===== src/rtl/phy_hs_pkg.sv =====
package phy_hs_pkg;
  localparam int CMD_W  = 32;
  localparam int FLD_W  = 16;
  localparam int B_WR   = 0;
  localparam int B_RD   = 1;
  localparam int B_FLD  = 2;
  localparam int B_CAPD = 18;
  localparam int B_CAPA = 19;
  localparam int B_ACK  = 16;

  typedef enum logic [1:0] {ST_IDLE, ST_SETUP, ST_STROBE, ST_RELEASE} st_e;
  typedef enum logic [1:0] {PH_ADDR, PH_DATA, PH_WRITE, PH_READ} ph_e;
endpackage


===== src/rtl/phy_hs_sync.sv =====
module phy_hs_sync #(
  parameter int STAGES = 2
) (
  input  logic clk_i,
  input  logic rst_ni,
  input  logic d_i,
  output logic q_o
);
  logic [STAGES-1:0] sr_q;

  always_ff @(posedge clk_i or negedge rst_ni) begin
    if (!rst_ni) sr_q <= '0;
    else         sr_q <= {sr_q[STAGES-2:0], d_i};
  end

  assign q_o = sr_q[STAGES-1];
endmodule


===== src/rtl/phy_hs_timer.sv =====
module phy_hs_timer #(
  parameter int LIMIT = 250000,
  parameter int CNT_W = $clog2(LIMIT + 1)
) (
  input  logic             clk_i,
  input  logic             rst_ni,
  input  logic             clr_i,
  input  logic             run_i,
  output logic [CNT_W-1:0] cnt_o,
  output logic             expired_o
);
  localparam logic [CNT_W-1:0] LAST = CNT_W'(LIMIT - 1);

  logic [CNT_W-1:0] cnt_q;

  always_ff @(posedge clk_i or negedge rst_ni) begin
    if (!rst_ni)                     cnt_q <= '0;
    else if (clr_i)                  cnt_q <= '0;
    else if (run_i && cnt_q != LAST) cnt_q <= cnt_q + 1'b1;
  end

  assign cnt_o     = cnt_q;
  assign expired_o = run_i && (cnt_q == LAST);
endmodule


===== src/rtl/phy_hs_cmd_enc.sv =====
module phy_hs_cmd_enc
  import phy_hs_pkg::*;
(
  input  st_e              state_i,
  input  ph_e              phase_i,
  input  logic [FLD_W-1:0] addr_i,
  input  logic [FLD_W-1:0] data_i,
  output logic [CMD_W-1:0] cmd_o
);
  logic [FLD_W-1:0] fld;

  always_comb begin
    unique case (phase_i)
      PH_ADDR: fld = addr_i;
      PH_READ: fld = '0;
      default: fld = data_i;
    endcase
  end

  always_comb begin
    cmd_o = '0;
    if (state_i != ST_IDLE) begin
      cmd_o[B_FLD +: FLD_W] = fld;
      if (state_i == ST_STROBE) begin
        unique case (phase_i)
          PH_ADDR:  cmd_o[B_CAPA] = 1'b1;
          PH_DATA:  cmd_o[B_CAPD] = 1'b1;
          PH_WRITE: cmd_o[B_WR]   = 1'b1;
          default:  cmd_o[B_RD]   = 1'b1;
        endcase
      end
    end
  end
endmodule


===== src/rtl/phy_reg_master.sv =====
module phy_reg_master
  import phy_hs_pkg::*;
#(
  parameter int SETUP_CYCLES   = 2,
  parameter int TIMEOUT_CYCLES = 250000,
  parameter int SYNC_STAGES    = 2
) (
  input  logic        clk_i,
  input  logic        rst_ni,
  input  logic        req_i,
  input  logic        we_i,
  input  logic [15:0] addr_i,
  input  logic [15:0] wdata_i,
  output logic        ready_o,
  output logic        done_o,
  output logic        timeout_o,
  output logic [15:0] rdata_o,
  output logic [31:0] cmd_o,
  input  logic [31:0] stat_i
);
  localparam int CNT_W = $clog2(TIMEOUT_CYCLES + 1);
  localparam logic [CNT_W-1:0] SETUP_LAST = CNT_W'(SETUP_CYCLES - 1);

  st_e              state_q, state_d;
  ph_e              phase_q, phase_d;
  logic [FLD_W-1:0] addr_q, data_q, rdata_q;
  logic             we_q, done_q, tout_q;
  logic             ack_s, tmr_clr, tmr_exp;
  logic [CNT_W-1:0] tmr_cnt;
  logic             accept, fin, abort, latch;
  logic             unused_stat;

  assign unused_stat = ^stat_i[31:17];

  phy_hs_sync #(.STAGES(SYNC_STAGES)) u_sync (
    .clk_i (clk_i),
    .rst_ni(rst_ni),
    .d_i   (stat_i[B_ACK]),
    .q_o   (ack_s)
  );

  phy_hs_timer #(.LIMIT(TIMEOUT_CYCLES), .CNT_W(CNT_W)) u_tmr (
    .clk_i    (clk_i),
    .rst_ni   (rst_ni),
    .clr_i    (tmr_clr),
    .run_i    (state_q != ST_IDLE),
    .cnt_o    (tmr_cnt),
    .expired_o(tmr_exp)
  );

  phy_hs_cmd_enc u_enc (
    .state_i(state_q),
    .phase_i(phase_q),
    .addr_i (addr_q),
    .data_i (data_q),
    .cmd_o  (cmd_o)
  );

  always_comb begin
    state_d = state_q;
    phase_d = phase_q;
    tmr_clr = 1'b0;
    accept  = 1'b0;
    fin     = 1'b0;
    abort   = 1'b0;
    latch   = 1'b0;
    unique case (state_q)
      ST_IDLE: if (req_i) begin
        accept  = 1'b1;
        tmr_clr = 1'b1;
        state_d = ST_SETUP;
        phase_d = PH_ADDR;
      end
      ST_SETUP: if (tmr_cnt == SETUP_LAST) begin
        tmr_clr = 1'b1;
        state_d = ST_STROBE;
      end
      ST_STROBE: begin
        if (ack_s) begin
          latch   = (phase_q == PH_READ);
          tmr_clr = 1'b1;
          state_d = ST_RELEASE;
        end else if (tmr_exp) begin
          abort   = 1'b1;
          state_d = ST_IDLE;
        end
      end
      ST_RELEASE: begin
        if (!ack_s) begin
          tmr_clr = 1'b1;
          unique case (phase_q)
            PH_ADDR: begin
              state_d = ST_SETUP;
              phase_d = we_q ? PH_DATA : PH_READ;
            end
            PH_DATA: begin
              state_d = ST_SETUP;
              phase_d = PH_WRITE;
            end
            default: begin
              fin     = 1'b1;
              state_d = ST_IDLE;
            end
          endcase
        end else if (tmr_exp) begin
          abort   = 1'b1;
          state_d = ST_IDLE;
        end
      end
      default: state_d = ST_IDLE;
    endcase
  end

  always_ff @(posedge clk_i or negedge rst_ni) begin
    if (!rst_ni) begin
      state_q <= ST_IDLE;
      phase_q <= PH_ADDR;
      addr_q  <= '0;
      data_q  <= '0;
      we_q    <= 1'b0;
      done_q  <= 1'b0;
      tout_q  <= 1'b0;
      rdata_q <= '0;
    end else begin
      state_q <= state_d;
      phase_q <= phase_d;
      done_q  <= fin | abort;
      tout_q  <= abort;
      if (accept) begin
        addr_q <= addr_i;
        data_q <= wdata_i;
        we_q   <= we_i;
      end
      if (abort)      rdata_q <= '0;
      else if (latch) rdata_q <= stat_i[FLD_W-1:0];
    end
  end

  assign ready_o   = (state_q == ST_IDLE);
  assign done_o    = done_q;
  assign timeout_o = tout_q;
  assign rdata_o   = rdata_q;
endmodule


===== config.mk =====
export PLATFORM = sky130hd
export DESIGN_NAME = phy_reg_master
export DESIGN_NICKNAME = d
export VERILOG_FILES = /design/src/rtl/phy_hs_pkg.sv /design/src/rtl/phy_hs_sync.sv /design/src/rtl/phy_hs_timer.sv /design/src/rtl/phy_hs_cmd_enc.sv /design/src/rtl/phy_reg_master.sv
export SDC_FILE = /design/constraint.sdc
export NUM_CORES = 1
export LEC_CHECK = 0
export ABC_CLOCK_PERIOD_IN_PS = 5400
export CORE_ASPECT_RATIO = 2
export CORE_MARGIN = 1.5
export CORE_UTILIZATION = 50
export DETAILED_ROUTE_END_ITERATION = 8
export HOLD_SLACK_MARGIN = 0.15
export PLACE_DENSITY = 0.86
export SLEW_MARGIN = 5
export SYNTH_ARGS = -nofsm -noshare
export SYNTH_HDL_FRONTEND = slang
export SYNTH_SLANG_ARGS = --single-unit

===== constraint.sdc =====
create_clock -name clk_i -period 5.4 [get_ports clk_i]
set_input_delay 1.08 -clock clk_i [delete_from_list [all_inputs] [get_ports clk_i]]
set_output_delay 1.08 -clock clk_i [all_outputs]
set_load 0.1 [all_outputs]

# --- Word level (Yosys, flattened, before mapping) ---
# Cells that the tools add are included.
# W data, S select, Z words.
totals:
  n_memories: 0
  elab_cells: 76
  regBits: 75
  latch_bits: 0
  out_inout_bits: 51
  mem_bits_rw: 0
  rom_bits: 0
classes:
  mux: 39
  add_sub_neg: 1
  n_reduce_logical: 12
  multipliers: 0
  n_shift: 0
  n_div: 0
  magnitude_cmp: 0
  bitwise_logic: 1
  n_eq_ne: 13
ops:
  columns: ["cell", "count"]
  rows:
  - ["$mux W18", 2]
  - ["$mux W16", 2]
  - ["$pmux W16 S2", 1]
  - ["$mux W2", 10]
  - ["$mux W20", 1]
  - ["$add A18 B1 Y18 const B", 1]
  - ["$eq A18 B1 Y1 const B", 1]
  - ["$eq A18 B18 Y1 const B", 1]
  - ["$mux W1", 18]
  - ["$ne A18 B18 Y1 const B", 1]
  - ["$eq A2 B2 Y1 const B", 4]
  - ["$pmux W2 S2", 2]
  - ["$pmux W2 S4", 1]
  - ["$reduce_bool A2 Y1", 4]
  - ["$ne A2 B2 Y1 const B", 3]
  - ["$eq A2 B1 Y1 const B", 2]
  - ["$logic_not A2 Y1", 2]
  - ["$pmux W1 S4", 1]
  - ["$reduce_and A4 Y1", 1]
  - ["$ne A3 B1 Y1 const B", 1]
  - ["$reduce_or A3 Y1", 1]
  - ["$logic_and A1 B1 Y1", 2]
  - ["$pmux W1 S2", 1]
  - ["$reduce_and A2 Y1", 1]
  - ["2 further kinds", 2]

# --- Depth between registers and ports, before layout ---
depth:
  depth_word: 6
  depth_mapped: 7
  depth_no_buf: 7

# --- By module ---
# Synthesis repeated with hierarchy kept, for this count alone.
unflattened:
  hier_cells: 363
  hier_area_um2: 3829.9
modules_own_cells:
  columns: ["mod", "cells_each", "area_per_inst_um2", "instances", "seq_area_each_um2"]
  rows:
  - ["phy_reg_master", 183, 2285.9, 1, 1376.3]
  - ["phy_hs_timer", 99, 985.9, 1, 450.4]
  - ["phy_hs_cmd_enc", 79, 508.0, 1, 0.0]
  - ["phy_hs_sync", 2, 50.0, 1, 50.0]

# --- Worst setup path after synthesis ---
# No wires, ideal clock.
synth_path:
  path_kind: "reg2out"
  startpoint: "reg phase_q[0]"
  endpoint: "out cmd_o[10]"
  path_stages_with_launch: 8
  path_slack_ns: 1.478
  arrival_time_ns: 2.842
  path_buffers: 2
  cell_sequence: "dfrtp_1 > inv_1 > ha_1 > clkbuf_1 > nor2b_1 > clkbuf_1 > a22oi_1 > nor2_1"
synth_between:
  elab_chain_len: 3
  elab_cells_between_ends: 4
  cone_classes: "1 x eq/ne; 2 x mux; 1 x reduce/logical"
synth_lines:
  columns: ["element", "line_no", "source"]
  rows:
  - ["start, declared", "phy_reg_master.sv:25", "ph_e phase_q, phase_d;"]
  - ["start signal, assigned", "phy_reg_master.sv:126", "phase_q <= phase_d;"]
  - ["$eq A2 B2 Y1 / $logic_not A2 Y1 (equally long branches)", "phy_hs_cmd_enc.sv:13", "unique case (phase_i)"]
  - ["$pmux W16 S2 *", "phy_hs_cmd_enc.sv:13", null]
  - ["$mux W20 *", "phy_hs_cmd_enc.sv:22", "if (state_i != ST_IDLE) begin"]
  - ["end, declared", "phy_reg_master.sv:18", "output logic [31:0] cmd_o,"]
# Every way passes the cells marked *; elsewhere a longest branch is shown, timed or not.

# --- Final worst setup path ---
layout_path:
  startpoint: "reg state_q[0]"
  endpoint: "out cmd_o[17]"
layout_between:
  elab_chain_len: 2
layout_lines:
  columns: ["element", "line_no", "source"]
  rows:
  - ["start, declared", "phy_reg_master.sv:24", "st_e state_q, state_d;"]
  - ["start signal, assigned", "phy_reg_master.sv:125", "state_q <= state_d;"]
  - ["$reduce_bool A2 Y1", "phy_hs_cmd_enc.sv:22", null]
  - ["$mux W20", "phy_hs_cmd_enc.sv:22", null]
# Every way passes these cells.

==> results.ini <==
[sta]
slew-limit-headroom = 0.1943
worstMarginPinSlew_ps = 1206
setup_viol = 0
post-route-period-util = 0.7713
timing.final.max_slew_violations = 0
fmax_mhz = 240.1
fin_crit_ps = 4165
hold_viol = 0
setup_tns_ps = 0
rsz0062_at_grt = false
finalClockSkew_ps = 4.771

[logic_synthesis]
ys_async_sr_fraction = 1.000
syn_area_um2 = 3677
synth_top_family_by_area = simple AND/OR/NAND/NOR gates
synth-edff-count = 0
synth-compound-area-share = 0.07588
syn-mean-instance-area_um2 = 11.04
yosysUniqueCellTypes = 44
synth_top_cell_by_area = dfrtp_1
ys_ff_latch = 75
synth_mux_area_frac = 0.1446
synth_xor_area_frac = 0.03573
synth_area_leaders = dfrtp_1 51%, mux2_2 10%, nor2_1 5.2%
synthCells = 333
yosys.area_share.adder = 0.02382
synth_simple_gate_area_share = 0.1575
synth-seq-area-share = 0.5104
synth_top_flop_cell = dfrtp_1
netlist.area_leader.share = 0.5104
yosysWarnings = 0

[setup_path]
crit_fanout = 19
worstReg2RegStart = u_tmr.cnt_o[9]
reg2regPathDepth = 5
r2r_slack_ps = 2640
required_ps = 4320
end_kind = output pin
cp.arrival_ps = 3080
endpoint = cmd_o[17]
startpoint = state_q[0]
worst-setup-path-type = flop to output pin
start_kind = flop
r2r-end = rdata_o[10]

[drt]
ant_nets = 0
vias = 2776
drc = 0
via_per_inst = 5.380
drtIter0Drc = 83
wl_per_cell_um = 15.26
totalWireLength_um = 7876
firstDrtPassIters = 4

[floorplanning]
io_pins = 119
start_util = 0.5099
dieArea_um2 = 7909
dieWidth_um = 63.64
core_area_um2 = 7212
die_y_um = 124.3
core.rowCount = 44

[grt]
grt_usage = 0.2131
grt_max_degree = 76
grt_antenna_before_repair = 0
first_global_vias = 2914
grt_pass1_wl_um = 13200
grt-ovfl-total = 0

[clock_network]
cts_htree_levels = 3
holdBufCountCts = 0
root_buffer = clkbuf_16
cts_tree = yes
path_clk_slew_ps = 50
cts_setup_buffers = 0
cts_resized = 0
clock-sinks = 75
clock_latency_ps = 340
numCtsBuffers = 9
cts.path.max_buffers = 2

[outcome]
status = finished clean

[finish]
drive_gt1_frac = 0.1816
antenna-diode-count = 0
layout.nets = 494
areaGrowthSynthToFinish_pct = 32.22
mostFrequentLayoutCells = 75 x dfrtp_1, 75 x clkdlybuf4s50_1, 51 x nor2_1, 33 x mux2_2, 17 x buf_4

[placement]
io_buffers = 91
gp_congestion = 0.8464
dp_hpwl_um = 5623

[run]
max_cap_viol_count = 0

[min_path]
hold_path.class = flop to flop

## worst max-delay path, cell delays in order (launching register included)
cell             delay [ps]
dfrtp_1                 610
or2_2                   230
clkinv_1                480
nor2_1                  270
clkdlybuf4s50_1        1160
## Yosys cell counts (2+ instances only)
cell type	count
or4_4	2
nor2_2	4
buf_4	12
buf_1	2
xor2_1	2
nor2_1	51
o21ai_0	3
buf_2	3
ha_1	7
nand2_1	14
a22oi_1	15
nor3_1	8
or2_2	2
nand4_1	5
and3_1	3
dfrtp_1	75
clkbuf_1	10
mux2i_1	16
nor4_1	2
xnor2_1	13
inv_1	6
or3_1	2
a21oi_1	6
a211oi_1	5
nand3_1	6
nor2b_1	4
and2_1	6
mux2_2	33
## through the flow
step	cells	area (µm²)	hold slack, ps	util	setup slack [ps]
floorplan	344	3719	331.2	-	1478
finish	516	4862	351.5	0.6742	1235
CTS	516	4862	356.3	0.6742	1220
global placement	500	4551	337.9	0.6310	1610
global route	516	4862	367.1	0.6742	1076
detailed placement	500	4551	343.4	0.6310	1620
## cell families after synthesis
family	Yosys count
flops	75
buf+inv	35
other cells	1
simple gates	115
xor+xnor	15
compound gates	36
fa+ha+maj	7
mux	49
## how the worst min path moves through the flow
stage | startpoint | end | depth (start not counted) | slack [ps]
after floorplan | u_sync.sr_q[0] | u_sync.sr_q[1] | 0 | 330
after global placement | u_sync.sr_q[0] | u_sync.sr_q[1] | 0 | 340
after detailed placement | u_sync.sr_q[0] | u_sync.sr_q[1] | 0 | 340
after CTS | u_sync.sr_q[0] | u_sync.sr_q[1] | 0 | 360
after global routing | u_sync.sr_q[0] | u_sync.sr_q[1] | 0 | 370
final | u_sync.sr_q[0] | u_sync.sr_q[1] | 0 | 350
## per-layer routing
layer / wire length, µm / GRT usage
met1: 2901 / 0.2183
met5: 0 / 0
met3: 352 / 0.03884
met4: 257 / 0.1355
met2: 4364 / 0.3839
## registers in the layout, summed over array words and instances, names as in the netlist
register / count
u_tmr.cnt_o: 18
addr_q: 16
data_q: 16
rdata_o: 16
phase_q: 2
state_q: 2
u_sync.sr_q: 2
done_o: 1
timeout_o: 1
we_q: 1
## area by class of cell
| type | count | area (µm²) |
|---|---|---|
| sequential | 75 | 1877 |
| tap | 92 | 115.1 |
| inverter | 7 | 26.28 |
| multi-input combinational | 234 | 1654 |
| clock buffer | 12 | 236.5 |
| clock inverter | 4 | 75.07 |
| timing repair buffer | 92 | 878.3 |
| fill | 544 | 2350 |
Power is not shown: default switching activity piles up to over one toggle a cycle in this logic, so the estimate is an artifact.
